File: config.mk
export PLATFORM = sky130hd
export DESIGN_NAME = pcm_serial_port
export DESIGN_NICKNAME = d
export VERILOG_FILES = /design/src/rtl/pcm_port_pkg.sv /design/src/rtl/pcm_sync_track.sv /design/src/rtl/pcm_tx_shifter.sv /design/src/rtl/pcm_rx_shifter.sv /design/src/rtl/pcm_serial_port.sv
export SDC_FILE = /design/constraint.sdc
export NUM_CORES = 1
export LEC_CHECK = 0
export BUFFER_PORTS_ARGS = -buffer_cell sky130_fd_sc_hd__buf_2
export CAP_MARGIN = 20
export CORE_MARGIN = 2
export CORE_UTILIZATION = 25
export CTS_CLUSTER_SIZE = 24
export DETAILED_ROUTE_END_ITERATION = 7
export PLACE_DENSITY = 0.42
export SYNTH_ARGS = -nofsm -noshare
export SYNTH_HDL_FRONTEND = slang
export SYNTH_SLANG_ARGS = --single-unit
File: constraint.sdc
create_clock -name clk -period 1.6 [get_ports clk]
set_input_delay 0.32 -clock clk [delete_from_list [all_inputs] [get_ports clk]]
set_output_delay 0.32 -clock clk [all_outputs]
set_load 0.005 [all_outputs]
File: src/rtl/pcm_port_pkg.sv
package pcm_port_pkg;

  typedef enum logic {
    SYNC_SHORT = 1'b0,
    SYNC_LONG  = 1'b1
  } sync_mode_e;

endpackage

File: src/rtl/pcm_sync_track.sv
module pcm_sync_track
  import pcm_port_pkg::*;
#(
  parameter int BLANK_FRAMES = 2
) (
  input  logic       clk,
  input  logic       rst_n,
  input  logic       bclk,
  input  logic       fsync,
  input  logic       pwr_down,
  output logic       bclk_rise,
  output logic       bclk_fall,
  output logic       frame_start,
  output logic       long_start,
  output sync_mode_e mode,
  output logic       blank
);

  localparam int BLK_W = $clog2(BLANK_FRAMES + 1);

  logic             bclk_q;
  logic             fs_fall_q, fs_fall_d;
  logic             fs_rise_q, fs_rise_d;
  logic [1:0]       width_q, width_d;
  sync_mode_e       mode_q, mode_d;
  logic [BLK_W-1:0] blank_q, blank_d;

  assign bclk_rise   = bclk & ~bclk_q;
  assign bclk_fall   = ~bclk & bclk_q;
  assign frame_start = bclk_fall & fsync & ~fs_fall_q & ~pwr_down;
  assign long_start  = bclk_rise & fsync & ~fs_rise_q & ~pwr_down & (mode_q == SYNC_LONG);
  assign mode        = mode_q;
  assign blank       = (blank_q != '0);

  always_comb begin
    fs_fall_d = fs_fall_q;
    fs_rise_d = fs_rise_q;
    width_d   = width_q;
    mode_d    = mode_q;
    blank_d   = blank_q;
    if (pwr_down) begin
      fs_fall_d = 1'b0;
      fs_rise_d = 1'b0;
      width_d   = '0;
      blank_d   = BLK_W'(BLANK_FRAMES);
    end else begin
      if (bclk_rise) begin
        fs_rise_d = fsync;
      end
      if (bclk_fall) begin
        fs_fall_d = fsync;
        if (fsync) begin
          if (width_q != 2'd3) width_d = width_q + 2'd1;
        end else if (fs_fall_q) begin
          mode_d  = (width_q >= 2'd2) ? SYNC_LONG : SYNC_SHORT;
          width_d = '0;
        end
      end
      if (frame_start && blank_q != '0) begin
        blank_d = blank_q - 1'b1;
      end
    end
  end

  always_ff @(posedge clk or negedge rst_n) begin
    if (!rst_n) begin
      bclk_q    <= 1'b0;
      fs_fall_q <= 1'b0;
      fs_rise_q <= 1'b0;
      width_q   <= '0;
      mode_q    <= SYNC_SHORT;
      blank_q   <= '0;
    end else begin
      bclk_q    <= bclk;
      fs_fall_q <= fs_fall_d;
      fs_rise_q <= fs_rise_d;
      width_q   <= width_d;
      mode_q    <= mode_d;
      blank_q   <= blank_d;
    end
  end

  assert_blank_reload_R9: assert property (@(posedge clk) disable iff (!rst_n)
    pwr_down |=> blank);

  assert_start_on_fall_R2: assert property (@(posedge clk) disable iff (!rst_n)
    frame_start |-> (bclk_q && !bclk));

endmodule

File: src/rtl/pcm_tx_shifter.sv
module pcm_tx_shifter
  import pcm_port_pkg::*;
#(
  parameter int WORD_W = 8
) (
  input  logic              clk,
  input  logic              rst_n,
  input  logic              bclk_rise,
  input  logic              bclk_fall,
  input  logic              frame_start,
  input  logic              long_start,
  input  sync_mode_e        mode,
  input  logic              blank,
  input  logic              fsync,
  input  logic              pwr_down,
  input  logic [WORD_W-1:0] tx_word,
  output logic              tx_dout,
  output logic              tx_oe
);

  localparam int IDX_W = $clog2(WORD_W);
  localparam logic [IDX_W-1:0] LAST = IDX_W'(WORD_W - 1);

  logic              act_q, act_d;
  logic              arm_q, arm_d;
  logic              long_q, long_d;
  logic              sup_q, sup_d;
  logic              done_q, done_d;
  logic              oe_q, oe_d;
  logic              bit_q, bit_d;
  logic [IDX_W-1:0]  idx_q, idx_d;
  logic [WORD_W-1:0] sh_q, sh_d;
  logic              end_now;

  always_comb begin
    act_d   = act_q;
    arm_d   = arm_q;
    long_d  = long_q;
    sup_d   = sup_q;
    done_d  = done_q;
    oe_d    = oe_q;
    bit_d   = bit_q;
    idx_d   = idx_q;
    sh_d    = sh_q;
    end_now = 1'b0;
    if (pwr_down) begin
      act_d  = 1'b0;
      arm_d  = 1'b0;
      long_d = 1'b0;
      sup_d  = 1'b0;
      done_d = 1'b0;
      oe_d   = 1'b0;
      bit_d  = 1'b0;
      idx_d  = '0;
    end else if (!act_q) begin
      if (long_start) begin
        act_d  = 1'b1;
        long_d = 1'b1;
        sup_d  = blank;
        oe_d   = ~blank;
        bit_d  = tx_word[WORD_W-1];
        sh_d   = {tx_word[WORD_W-2:0], 1'b0};
        idx_d  = '0;
        done_d = 1'b0;
      end else if (arm_q && bclk_rise) begin
        act_d  = 1'b1;
        arm_d  = 1'b0;
        oe_d   = ~sup_q;
        bit_d  = sh_q[WORD_W-1];
        sh_d   = {sh_q[WORD_W-2:0], 1'b0};
        idx_d  = '0;
        done_d = 1'b0;
      end else if (frame_start && mode == SYNC_SHORT) begin
        arm_d  = 1'b1;
        sh_d   = tx_word;
        sup_d  = blank;
        long_d = 1'b0;
      end
    end else begin
      if (bclk_rise) begin
        if (idx_q != LAST) begin
          idx_d = idx_q + 1'b1;
          bit_d = sh_q[WORD_W-1];
          sh_d  = {sh_q[WORD_W-2:0], 1'b0};
        end else begin
          bit_d = 1'b0;
        end
      end
      if (bclk_fall && idx_q == LAST) begin
        done_d = 1'b1;
      end
      end_now = long_q ? (done_d && !fsync) : (bclk_fall && idx_q == LAST);
      if (end_now) begin
        act_d = 1'b0;
        oe_d  = 1'b0;
        bit_d = 1'b0;
      end
    end
  end

  always_ff @(posedge clk or negedge rst_n) begin
    if (!rst_n) begin
      act_q  <= 1'b0;
      arm_q  <= 1'b0;
      long_q <= 1'b0;
      sup_q  <= 1'b0;
      done_q <= 1'b0;
      oe_q   <= 1'b0;
      bit_q  <= 1'b0;
      idx_q  <= '0;
      sh_q   <= '0;
    end else begin
      act_q  <= act_d;
      arm_q  <= arm_d;
      long_q <= long_d;
      sup_q  <= sup_d;
      done_q <= done_d;
      oe_q   <= oe_d;
      bit_q  <= bit_d;
      idx_q  <= idx_d;
      sh_q   <= sh_d;
    end
  end

  assign tx_dout = bit_q;
  assign tx_oe   = oe_q;

  assert_quiet_in_pd_R9: assert property (@(posedge clk) disable iff (!rst_n)
    pwr_down |=> !tx_oe);

  assert_blanked_frame_R9: assert property (@(posedge clk) disable iff (!rst_n)
    (act_q && sup_q) |-> !tx_oe);

  assert_drive_on_rise_R4: assert property (@(posedge clk) disable iff (!rst_n)
    $rose(tx_oe) |-> $past(bclk_rise));

  assert_release_point_R5: assert property (@(posedge clk) disable iff (!rst_n)
    $fell(tx_oe) |-> $past(bclk_fall || pwr_down || !fsync));

  assert_long_hold_R7: assert property (@(posedge clk) disable iff (!rst_n)
    (tx_oe && long_q && fsync && !pwr_down) |=> tx_oe);

endmodule

File: src/rtl/pcm_rx_shifter.sv
module pcm_rx_shifter
  import pcm_port_pkg::*;
#(
  parameter int WORD_W = 8
) (
  input  logic              clk,
  input  logic              rst_n,
  input  logic              bclk_fall,
  input  logic              frame_start,
  input  sync_mode_e        mode,
  input  logic              rx_din,
  input  logic              pwr_down,
  output logic [WORD_W-1:0] rx_word,
  output logic              rx_valid
);

  localparam int CNT_W = $clog2(WORD_W + 1);
  localparam logic [CNT_W-1:0] FULL = CNT_W'(WORD_W);

  logic              busy_q, busy_d;
  logic [CNT_W-1:0]  cnt_q, cnt_d;
  logic [WORD_W-1:0] sh_q, sh_d;
  logic [WORD_W-1:0] word_q, word_d;
  logic              vld_q, vld_d;

  always_comb begin
    busy_d = busy_q;
    cnt_d  = cnt_q;
    sh_d   = sh_q;
    word_d = word_q;
    vld_d  = vld_q;
    if (pwr_down) begin
      busy_d = 1'b0;
      cnt_d  = '0;
      vld_d  = 1'b0;
    end else if (bclk_fall) begin
      vld_d = 1'b0;
      if (frame_start) begin
        busy_d = 1'b1;
        if (mode == SYNC_LONG) begin
          sh_d  = {sh_q[WORD_W-2:0], rx_din};
          cnt_d = CNT_W'(1);
        end else begin
          cnt_d = '0;
        end
      end else if (busy_q) begin
        sh_d  = {sh_q[WORD_W-2:0], rx_din};
        cnt_d = cnt_q + 1'b1;
        if (cnt_d == FULL) begin
          word_d = sh_d;
          vld_d  = 1'b1;
          busy_d = 1'b0;
        end
      end
    end
  end

  always_ff @(posedge clk or negedge rst_n) begin
    if (!rst_n) begin
      busy_q <= 1'b0;
      cnt_q  <= '0;
      sh_q   <= '0;
      word_q <= '0;
      vld_q  <= 1'b0;
    end else begin
      busy_q <= busy_d;
      cnt_q  <= cnt_d;
      sh_q   <= sh_d;
      word_q <= word_d;
      vld_q  <= vld_d;
    end
  end

  assign rx_word  = word_q;
  assign rx_valid = vld_q;

  assert_strobe_on_fall_R10: assert property (@(posedge clk) disable iff (!rst_n)
    $rose(rx_valid) |-> $past(bclk_fall));

  assert_word_stable_R10: assert property (@(posedge clk) disable iff (!rst_n)
    !rx_valid |=> (rx_valid || $stable(rx_word)));

  assert_count_bound_R6: assert property (@(posedge clk) disable iff (!rst_n)
    cnt_q <= FULL);

endmodule

File: src/rtl/pcm_serial_port.sv
module pcm_serial_port
  import pcm_port_pkg::*;
#(
  parameter int WORD_W       = 8,
  parameter int BLANK_FRAMES = 2
) (
  input  logic              clk,
  input  logic              rst_n,
  input  logic              bclk,
  input  logic              fsync,
  input  logic              rx_din,
  input  logic              pwr_down,
  input  logic [WORD_W-1:0] tx_word,
  output logic              tx_dout,
  output logic              tx_oe,
  output logic [WORD_W-1:0] rx_word,
  output logic              rx_valid
);

  logic [1:0] rst_pipe;
  logic       core_rst_n;
  logic       bclk_rise, bclk_fall, frame_start, long_start, blank;
  sync_mode_e mode;

  always_ff @(posedge clk or negedge rst_n) begin
    if (!rst_n) rst_pipe <= 2'b00;
    else        rst_pipe <= {rst_pipe[0], 1'b1};
  end
  assign core_rst_n = rst_pipe[1];

  pcm_sync_track #(.BLANK_FRAMES(BLANK_FRAMES)) u_sync (
    .clk        (clk),
    .rst_n      (core_rst_n),
    .bclk       (bclk),
    .fsync      (fsync),
    .pwr_down   (pwr_down),
    .bclk_rise  (bclk_rise),
    .bclk_fall  (bclk_fall),
    .frame_start(frame_start),
    .long_start (long_start),
    .mode       (mode),
    .blank      (blank)
  );

  pcm_tx_shifter #(.WORD_W(WORD_W)) u_tx (
    .clk        (clk),
    .rst_n      (core_rst_n),
    .bclk_rise  (bclk_rise),
    .bclk_fall  (bclk_fall),
    .frame_start(frame_start),
    .long_start (long_start),
    .mode       (mode),
    .blank      (blank),
    .fsync      (fsync),
    .pwr_down   (pwr_down),
    .tx_word    (tx_word),
    .tx_dout    (tx_dout),
    .tx_oe      (tx_oe)
  );

  pcm_rx_shifter #(.WORD_W(WORD_W)) u_rx (
    .clk        (clk),
    .rst_n      (core_rst_n),
    .bclk_fall  (bclk_fall),
    .frame_start(frame_start),
    .mode       (mode),
    .rx_din     (rx_din),
    .pwr_down   (pwr_down),
    .rx_word    (rx_word),
    .rx_valid   (rx_valid)
  );

endmodule

==> out/metrics.cfg, run 1 <==
[layout]
most-common-layout-cells=48 x dfrtp_1, 40 x buf_4, 24 x buf_2, 21 x nand2_1, 17 x nor2_1
drive_above_1_share_pct=46.4
diodes=0
fin_cells=441
multi_input_area_um2=1390
nFillCells=1022
final_core_util_pct=36.1
syn2layout_area_growth_pct=39.1
final_common_cell=dfrtp_1
regArea_um2=1230
nets=327

[floorplan]
io_pins=25
dieArea_um2=11000
start_util_pct=25.9
coreArea_um2=9820
fp-row-count=36
die_h_um=105
die_w_um=105

[synth]
ys.warnings.count=0
synth-simple-area-share_pct=18.9
synthAdderAreaFrac_pct=2.95
synth_xor_area_share_pct=1.38
synth_cell_types=52
synth_area_um2=2550
syn_avg_cell_area_um2=10.9
synth_top_family_by_area=simple AND/OR/NAND/NOR gates
synthesis.nets=253
ys_ff_latch=49
synth-compound-area-share_pct=13.2
ys_async_sr_fraction_pct=100
synth_mux_area_share_pct=9.82
ys.flop_type=dfrtp_1
synth-edff-count=0
synth_cells=233
ys_seq_area_share_pct=48.1

[cts]
clockBufferDepth=2
tritoncts=done
cts-buffers-inserted=5
path_clk_slew_ns=0.10
root_buffer=clkbuf_8
clock_latency_ns=0.31
htree_levels=2
cts.sinks=49

[detailed_routing]
m1WireLength_mm=2.83
drtIter0Drc=57
viasPerCell=4.62
highest_layer=met4
wl_met3_um=221
dr_wl_met2_mm=3.04
first_pass_iters=4
routed_wl_mm=6.18
post_drt_wl_per_cell_um=14.0
remaining_drc_errors=0
vias=2039
ant_nets=0

[worst_setup_path]
critical_path.endpoint_type=flop
max_stage_delay_ns=0.40
critPathMaxFanout=2
regToRegSetupSlack_ns=-0.12
r2r_end=u_tx.tx_dout
ff2ff_path_depth=7
cp-startpoint=u_tx.idx_q[0]
cp.arrival_ns=1.92
path_cells=ha_2 -> ha_4 -> and3b_1 -> a21oi_2 -> o2111ai_2 -> a21boi_2 -> mux2_2
slowest_stage=dfrtp_1
crit_path_start_kind=flop
endpoint=u_tx.tx_dout
r2r-start=u_tx.idx_q[0]
crit_required_ns=1.80
worstSetupPathType=flop to flop

[global_route]
grt_overflow_total=0
grt_usage_pct=11.5
grt_pass1_wl_mm=10.2
grt_pass1_vias=1951
grt_max_degree=34
grt_antenna_before_repair=0

[timing]
setup_viol=17
setup_tns_ns=-1.60
whs_ns=0.183
rsz0062_at_grt=yes
fin_crit_sh_pct=108
fmax_ghz=0.581
slew_violations=0
finalCriticalPeriod_ns=1.72
finalHoldViolCount=0
setup_ws_ns=-0.121
fin_worst_skew_ns=0.00338

[pwr]
p_clk_share_pct=27.7
switching_share_pct=28.9
switchingPower_w=0.000804
power.density_nw_per_um2=785
leakage_nw=1.65
p_int_w=0.00198
pwr-share-comb_pct=18.8
vdd_drop_max_uv=381
seqPwrFrac_pct=53.4

[placed_design]
gp_congestion=0.766
placedCellCount=423
dpl_worst_slack_ns=-0.216
hpwl_mm=4.20
portBuffers=24

[status]
status=finished with violations
failed_checks=setup timing

[hold_path]
hold_path.class=flop to async pin

[run]
max_cap_violations=0

[Yosys cell counts, types with 3 or more instances]
master	number	area, um^2
nand2_1	22	82.6
mux2_2	8	90.1
nor3_1	11	55.1
nand2b_1	4	25.0
nor4_1	7	43.8
inv_1	5	18.8
clkbuf_1	4	15.0
dfrtp_1	49	1230
o41ai_1	6	52.6
o21ai_0	12	60.1
a21oi_1	10	50.1
clkbuf_8	3	41.3
mux2i_1	4	40.0
mux2_4	8	120
buf_6	5	56.3
nand3_1	7	35.0
nor2_1	19	71.3
ha_1	6	75.1
[state kept, by name, summed over array words and instances, names as in the netlist, 2 cells and up]
signal and flops:
rst_pipe 2, u_rx.rx_word 8, u_tx.idx_q 3, u_sync.blank_q 2, u_rx.cnt_q 4, u_tx.sh_q 8, u_sync.width_q 2, u_rx.sh_q 7
[critical path, delay by kind of cell (launching register included)]
kind                     cells  cell delay [ns]
AO/OA/AOI/OAI                3             0.42
flip-flops                   1             0.40
multiplexers                 1             0.26
adder cells (fa/ha/maj)      2             0.35
AND/OR/NAND/NOR              1             0.17
[per-stage QoR]
step	cell area (um^2)	power [W]
after floorplan	2570	0.00176
after global placement	3140	0.00194
after detailed placement	3140	0.00193
after CTS	3340	0.00276
after global routing	3540	0.00293
final	3540	0.00278
[worst min path at each step]
stage                         end  slack (ns)
global route        u_sync.bclk_q        0.21
CTS                 u_sync.bclk_q        0.19
detailed placement    rst_pipe[0]        0.11
floorplan             rst_pipe[0]        0.02
global placement      rst_pipe[0]        0.11
finish              u_rx.cnt_q[1]        0.18
[repair_timing]
action | CTS | global route
resized for setup | 11 | 28
hold endpoints to repair | 2 | 0
gates cloned | 1 | 0
setup endpoints to repair | 21 | 32
pin swaps | 17 | 14
hold buffers | 1 | 0
buffers inserted | 2 | 8
[metal layers]
metal / vias to the layer above / GRT usage, %
met3: 9 / 2.74
met5: - / 0
li1: 993 / -
met4: 0 / 3.24
met2: 48 / 19.0
met1: 989 / 15.2
[cell type report]
cell class              count  area share, %
clock buffers               5           1.94
clock inverters             3          0.600
inverters                   6          0.636
multi-input cells         166           39.2
flip-flops and latches     49           34.6
well taps                 133           4.70
repair buffers             79           18.3
[logic make-up (layout without fill, tap and decap cells)]
group / after synthesis / count (layout)
simple gates: 89 / 89
buf+inv: 19 / 93
mux: 20 / 20
compound gates: 45 / 46
fa+ha+maj: 6 / 6
xor+xnor: 4 / 4
other cells: 1 / 1
flops: 49 / 49
[power groups by stage]
stage | logic, W | clock network, W | registers, W
6_report | 0.000524 | 0.000771 | 0.00149
5_1_grt | 0.000578 | 0.000848 | 0.00151
4_1_cts | 0.000469 | 0.000810 | 0.00148
3_5_place_dp | 0.000428 | 0 | 0.00151
3_3_place_gp | 0.000427 | 0 | 0.00151
2_1_floorplan | 0.000265 | 0 | 0.00150
Power figures use the tool's default switching activity.
==> run 2, diff against run 1 <==
--- a/config.mk
+++ b/config.mk
@@ -5,13 +5,14 @@
 export SDC_FILE = /design/constraint.sdc
 export NUM_CORES = 1
 export LEC_CHECK = 0
+export ABC_CLOCK_PERIOD_IN_PS = 1600
 export BUFFER_PORTS_ARGS = -buffer_cell sky130_fd_sc_hd__buf_2
 export CAP_MARGIN = 20
 export CORE_MARGIN = 2
 export CORE_UTILIZATION = 25
 export CTS_CLUSTER_SIZE = 24
 export DETAILED_ROUTE_END_ITERATION = 7
-export PLACE_DENSITY = 0.42
+export PLACE_DENSITY = 0.37
 export SYNTH_ARGS = -nofsm -noshare
 export SYNTH_HDL_FRONTEND = slang
 export SYNTH_SLANG_ARGS = --single-unit
==> run 2 against run 1 <==
Against the previous run: the flow still finishes with violations (setup timing); total power up 2.1%; clock power rose by 5.2%; highest routed layer unchanged; die area unchanged.
==> out/metrics.cfg, run 2 (synthesis gave the netlist of run 1 again) <==
[status]
status=finished with violations
failed_checks=setup timing

[timing]
fin_crit_sh_pct=108  ; +0.13 points
worst_slew_pin_slew_ns=0.575
setup_ws_ns=-0.123  ; -0.00209 ns
setup_viol=17  ; unchanged
finalCriticalPeriod_ns=1.72  ; +0.00209 ns
finalHoldViolCount=0  ; unchanged
setup_tns_ns=-1.12  ; +0.473 ns
slew_violations=0  ; unchanged
fin_worst_skew_ns=0.00300  ; -0.000372 ns
slew_headroom_pct=61.6
fmax_ghz=0.581  ; -0.12%
rsz0062_at_grt=yes

[cts]
tritoncts=done
cts.sinks=49  ; unchanged
clock_latency_ns=0.31  ; about the same
root_buffer=clkbuf_8
htree_levels=2  ; unchanged
cts-buffers-inserted=5  ; unchanged
clockBufferDepth=2  ; unchanged
path_clk_slew_ns=0.10  ; about the same

[detailed_routing]
first_pass_iters=4  ; unchanged
viasPerCell=4.49  ; -2.9%
remaining_drc_errors=0  ; unchanged
drtIter0Drc=34  ; -40%
vias=2011  ; -1.4%
post_drt_wl_per_cell_um=14.2  ; +1.5%
routed_wl_mm=6.37  ; +3.1%
ant_nets=0  ; unchanged

[placed_design]
dpl_worst_slack_ns=-0.268  ; -0.0518 ns
hpwl_mm=4.26  ; +1.4%
portBuffers=24  ; unchanged
placedCellCount=421  ; -0.47%
gp_congestion=0.691  ; -9.8%

[worst_setup_path]
regToRegSetupSlack_ns=-0.12  ; about the same
cp.arrival_ns=1.92  ; about the same
critical_path.endpoint_type=flop
ff2ff_path_depth=7  ; unchanged
worstSetupPathType=flop to flop
crit_path_start_kind=flop
critPathMaxFanout=2  ; unchanged
crit_required_ns=1.80  ; about the same

[pwr]
pwr-share-comb_pct=19.1  ; +0.3 points
seqPwrFrac_pct=52.3  ; -1.1 points
switching_share_pct=28.5  ; -0.45 points
switchingPower_w=0.000808  ; +0.47%
power.density_nw_per_um2=796  ; +1.4%
power_w=0.00284  ; +2.1%
vdd_drop_max_uv=430  ; +13%
leakage_nw=1.68  ; +1.9%
p_clk_share_pct=28.6  ; +0.9 points
p_int_w=0.00203  ; +2.7%

[global_route]
grt_pass1_vias=2023  ; +3.7%
grt_usage_pct=12.3  ; +0.73 points
grt_max_degree=43  ; +26%
grt_overflow_total=0  ; unchanged
grt_pass1_wl_mm=10.7  ; +5.0%
grt_antenna_before_repair=0  ; unchanged

[layout]
nets=334  ; +2.1%
diodes=0  ; unchanged
syn2layout_area_growth_pct=39.9
final_common_cell=buf_4
most-common-layout-cells=52 x buf_4, 48 x dfrtp_1, 24 x buf_2, 21 x nand2_1, 16 x nor2_1
drive_above_1_share_pct=48.3  ; +1.8 points
final_core_util_pct=36.3  ; +0.22 points
nFillCells=1036  ; +1.4%
fin_cells=448  ; +1.6%

[floorplan]
die_w_um=105  ; unchanged
fp-row-count=36  ; unchanged
start_util_pct=25.9  ; unchanged
dieArea_um2=11000  ; unchanged
die_h_um=105  ; unchanged
io_pins=25  ; unchanged
coreArea_um2=9820  ; unchanged

[hold_path]
hold_path.class=flop to async pin

[run]
max_cap_violations=0  ; unchanged

-- run 2: per-stage QoR --
stage / area, um^2 / hold WS [ns]
floorplan: 2570 / 0.0244
global placement: 3100 / 0.106
detailed placement: 3100 / 0.102
CTS: 3410 / 0.112
global route: 3560 / 0.132
finish: 3560 / 0.102
-- run 2: routing by layer --
metal | global-route usage [%] | routed length (um)
met4 | 3.43 | 97
met1 | 15.9 | 2990
met2 | 20.7 | 3110
met5 | 0 | 0
met3 | 2.56 | 168
-- run 2: worst paths after layout --
path,startpoint,to
min in group clk,bclk,u_sync.bclk_q
min,rst_pipe[1],u_rx.sh_q[0]
max,u_tx.idx_q[0],u_tx.tx_dout
min reg2reg,rst_pipe[1],u_rx.sh_q[0]
max in group asynchronous,rst_pipe[1],u_tx.tx_dout
max reg2reg,u_tx.idx_q[0],u_tx.tx_dout
-- run 2: timing repair --
| action | CTS | global route |
|---|---|---|
| gates cloned | 2 | 0 |
| pin swaps | 21 | 13 |
| hold endpoints to repair | 2 | 0 |
| hold buffers | 1 | 0 |
| setup buffers | 11 | 7 |
| resized for setup | 21 | 28 |
| setup endpoints to repair | 23 | 34 |
-- run 2: layout make-up --
cell class                      count  area (um^2)  area share, %
Clock buffer                        6         82.6           2.32
Clock inverter                      2         13.8          0.386
Inverter                            6         22.5          0.632
Multi-Input combinational cell    166         1410           39.5
Sequential cell                    49         1230           34.4
Tap cell                          133          166           4.67
Timing Repair Buffer               86          643           18.0
-- run 2: power by group through the flow --
stage	registers (W)	logic, W	clock network, W
2_1_floorplan	0.00150	0.000265	0
3_3_place_gp	0.00150	0.000430	0
3_5_place_dp	0.00150	0.000433	0
4_1_cts	0.00148	0.000483	0.000850
5_1_grt	0.00151	0.000599	0.000898
6_report	0.00149	0.000541	0.000811
-- run 2: critical path, stage by stage (launching register included) --
cell and delay, ns:
dfrtp_1 0.39, ha_2 0.20, ha_4 0.16, and3b_1 0.18, a21oi_2 0.14, o2111ai_2 0.11
a21boi_2 0.17, mux2_2 0.27
==> run 3, diff against run 2 <==
--- a/config.mk
+++ b/config.mk
@@ -5,14 +5,16 @@
 export SDC_FILE = /design/constraint.sdc
 export NUM_CORES = 1
 export LEC_CHECK = 0
+export ABC_AREA = 1
 export ABC_CLOCK_PERIOD_IN_PS = 1600
 export BUFFER_PORTS_ARGS = -buffer_cell sky130_fd_sc_hd__buf_2
 export CAP_MARGIN = 20
 export CORE_MARGIN = 2
-export CORE_UTILIZATION = 25
+export CORE_UTILIZATION = 33
 export CTS_CLUSTER_SIZE = 24
 export DETAILED_ROUTE_END_ITERATION = 7
-export PLACE_DENSITY = 0.37
+export GPL_TIMING_DRIVEN = 0
+export PLACE_DENSITY = 0.47
 export SYNTH_ARGS = -nofsm -noshare
 export SYNTH_HDL_FRONTEND = slang
 export SYNTH_SLANG_ARGS = --single-unit
==> run 3 against run 2 <==
Against the previous run: the flow now finishes without violations; fmax grew 14%; critical path depth up 1; flip-flop and latch count stayed put; area after synthesis grew 2.3%; register-to-register slack improved by 0.21 ns; cell count rose by 9.2%; sequential share of layout area rose by 4.5 points; clock-buffer cell count decreased by 1; combinational power shrank 13%; hold slack better by 0.041 ns; final area down 12%; critical endpoint is now u_tx.sh_q[0].
==> out/metrics.cfg, run 3 <==
[floorplan]
io_pins=25  ; unchanged
dieArea_um2=8620  ; -22%
die_h_um=92.8  ; -12%
coreArea_um2=7690  ; -22%
fp-row-count=32  ; -11%
start_util_pct=33.9  ; +7.9 points
die_w_um=92.8  ; -12%

[worst_setup_path]
max_stage_delay_ns=0.41  ; +0.02 ns
crit_required_ns=1.85  ; +0.05 ns
r2r_end=u_tx.sh_q[0]
critPathMaxFanout=8  ; +6
path_cells=ha_2 -> ha_4 -> inv_1 -> nand2_2 -> a21oi_4 -> buf_6 -> nand4_1 -> nand2_1
ff2ff_path_depth=8  ; +1
slowest_stage=dfrtp_1
cp.arrival_ns=1.76  ; -0.16 ns
r2r-start=u_tx.idx_q[0]
worstSetupPathType=flop to flop
regToRegSetupSlack_ns=0.09  ; +0.21 ns
critical_path.endpoint_type=flop
crit_path_start_kind=flop

[synth]
ys.flop_type=dfrtp_1
synth_top_area_share_pct=47.1  ; -1.1 points
ys_seq_area_share_pct=47.1  ; -1.1 points
synth_top_area_cell=dfrtp_1
synth.most_common_cell=nand2_1
ys_async_sr_fraction_pct=100  ; unchanged
synth_cell_types=28  ; -46%
synth_cells=348  ; +49%
synthesis.nets=368  ; +45%
synth-edff-count=0  ; unchanged
ys_ff_latch=49  ; unchanged
synth_area_um2=2600  ; +2.3%
synth_common_cells=150 x nand2_1, 49 x dfrtp_1, 36 x nand3_1
ys.warnings.count=0  ; unchanged
syn_avg_cell_area_um2=7.49  ; -32%
netlist_top_cells_area=dfrtp_1 47%, nand2_1 22%, nand3_1 6.9%

[layout]
fin_area_um2=3150  ; -12%
drive_above_1_share_pct=21.2  ; -27 points
final_core_util_pct=41.0  ; +4.7 points
syn2layout_area_growth_pct=21.0
nets=406  ; +22%
most-common-layout-cells=142 x nand2_1, 47 x dfrtp_1, 34 x nand3_1, 27 x buf_2, 25 x inv_1
diodes=0  ; unchanged
fin_cells=489  ; +9.2%
final_common_cell=nand2_1

[detailed_routing]
routed_wl_mm=6.43  ; +0.97%
post_drt_wl_per_cell_um=13.2  ; -7.5%
first_pass_iters=5  ; +1
drtIter0Drc=156  ; +360%
ant_nets=0  ; unchanged
vias=2280  ; +13%
m1WireLength_mm=3.29  ; +10%
dr_wl_met2_mm=2.84  ; -8.7%
remaining_drc_errors=0  ; unchanged
highest_layer=met4
wl_met3_um=263  ; +57%
viasPerCell=4.66  ; +3.9%

[pwr]
vdd_drop_max_uv=484  ; +13%
switchingPower_w=0.000874  ; +8.2%
switching_share_pct=29.8  ; +1.3 points
power.density_nw_per_um2=930  ; +17%
p_clk_share_pct=32.0  ; +3.4 points
pwr-share-comb_pct=16.0  ; -3.1 points
p_int_w=0.00206  ; +1.4%
leakage_nw=1.68  ; +0.50%
seqPwrFrac_pct=52.0  ; -0.3 points

[global_route]
grt_max_degree=38  ; -12%
grt_usage_pct=16.0  ; +3.7 points
grt_pass1_vias=2316  ; +14%
grt_overflow_total=0  ; unchanged
grt_pass1_wl_mm=11.0  ; +3.2%
grt_antenna_before_repair=0  ; unchanged

[placed_design]
placedCellCount=474  ; +13%
gp_congestion=0.815  ; +18%
hpwl_mm=4.37  ; +2.7%
postPlaceCellArea_um2=2870  ; -7.3%
portBuffers=23  ; -4.2%

[timing]
finalHoldViolCount=0  ; unchanged
fmax_ghz=0.663  ; +14%
slew_violations=0  ; unchanged
fin_worst_skew_ns=0.00607  ; +0.00307 ns
fin_crit_sh_pct=94.3  ; -13 points
worst_slew_pin_slew_ns=0.518  ; -0.0568 ns
whs_ns=0.143  ; +0.0409 ns
setup_viol=0  ; -17
finalCriticalPeriod_ns=1.51  ; -0.213 ns
setup_tns_ns=0  ; +1.12 ns
slew_headroom_pct=65.5  ; +3.9 points

[cts]
clockBufferDepth=2  ; unchanged
tritoncts=done
path_clk_slew_ns=0.10  ; about the same
clock_latency_ns=0.31  ; about the same
root_buffer=clkbuf_8
cts.sinks=49  ; unchanged
htree_levels=2  ; unchanged
cts-buffers-inserted=5  ; unchanged

[hold_path]
hold_path.class=flop to async pin

[run]
max_cap_violations=0  ; unchanged

[status]
status=completed

[run 3: cell types whose count changed in the layout (fill, tap and decap cells not counted), moves of 4 or more]
| cell | delta |
|---|---|
| buf_4 | -48 |
| buf_6 | -4 |
| inv_1 | +20 |
| mux2_4 | -15 |
| nand2_1 | +121 |
| nand2_2 | +9 |
| nand3_1 | +27 |
| nand3_2 | +4 |
| nand4_1 | +9 |
| nor2_1 | -4 |
| nor3_1 | -10 |
| nor4_1 | -6 |
| o21ai_0 | +4 |
| o41ai_2 | -6 |
[run 3: final cells by class]
cell class	count	area [um^2]
plain buffers	9	51.3
fillers	810	4530
inverters	29	114
clock buffers	5	68.8
flip-flops and latches	49	1230
repair buffers	30	186
well taps	102	128
multi-input cells	262	1330
clock inverters	3	47.5
[run 3: routing by layer]
layer  up-vias  track usage [%]
met5         -                0
met1      1039             22.8
met3         2             2.44
met4         0             3.80
met2        46             25.6
li1       1193                -
[run 3: power by group through the flow]
stage,combinational (W),sequential [W],clock [W]
6_report,0.000469,0.00152,0.000939
4_1_cts,0.000453,0.00152,0.000970
3_5_place_dp,0.000436,0.00155,0
5_1_grt,0.000548,0.00155,0.00101
3_3_place_gp,0.000411,0.00156,0
2_1_floorplan,0.000311,0.00153,0
[run 3: worst max path at each step]
stage | cells after the start | slack [ns] | endpoint | startpoint
floorplan | 8 | 0.03 | u_tx.sh_q[0] | u_tx.idx_q[0]
global placement | 0 | -0.60 | u_rx.cnt_q[1] | rst_pipe[1]
detailed placement | 8 | -0.32 | u_tx.sh_q[7] | u_tx.idx_q[0]
CTS | 7 | 0.001 | u_tx.idx_q[1] | u_tx.act_q
global route | 9 | -0.007 | u_rx.sh_q[4] | u_sync.bclk_q
finish | 8 | 0.09 | u_tx.sh_q[0] | u_tx.idx_q[0]
[run 3: timing repair]
| action | in CTS | in global routing |
|---|---|---|
| endpoints found under the setup margin | 21 | 30 |
| hold endpoints to repair | 2 | 0 |
| pin swaps | 2 | 3 |
| resized for setup | 9 | 19 |
| cloned | 0 | 1 |
| hold buffers | 1 | 0 |
| setup buffers | 2 | 3 |
[run 3: worst max-delay path, delay by kind of cell (launching register included)]
family,cells,cell delay [ns]
adders and majority gates,2,0.38
AOI/OAI and AO/OA,1,0.19
and+or+nand+nor,3,0.25
DFF,1,0.41
buffers and inverters,2,0.23
[run 3: cells by family after synthesis]
kind of cell,synth area share (%)
XOR/XNOR,0.336
AO/OA/AOI/OAI,6.34
buffers and inverters,6.05
AND/OR/NAND/NOR,37.2
other,0.144
flip-flops,47.1
adder cells (fa/ha/maj),2.88
[run 3: stage by stage]
stage | worst slack [ns] | total power (W)
floorplan | 0.0328 | 0.00184
global placement | -0.599 | 0.00198
detailed placement | -0.322 | 0.00198
CTS | 0.00120 | 0.00295
global route | -0.00745 | 0.00311
finish | 0.0907 | 0.00293
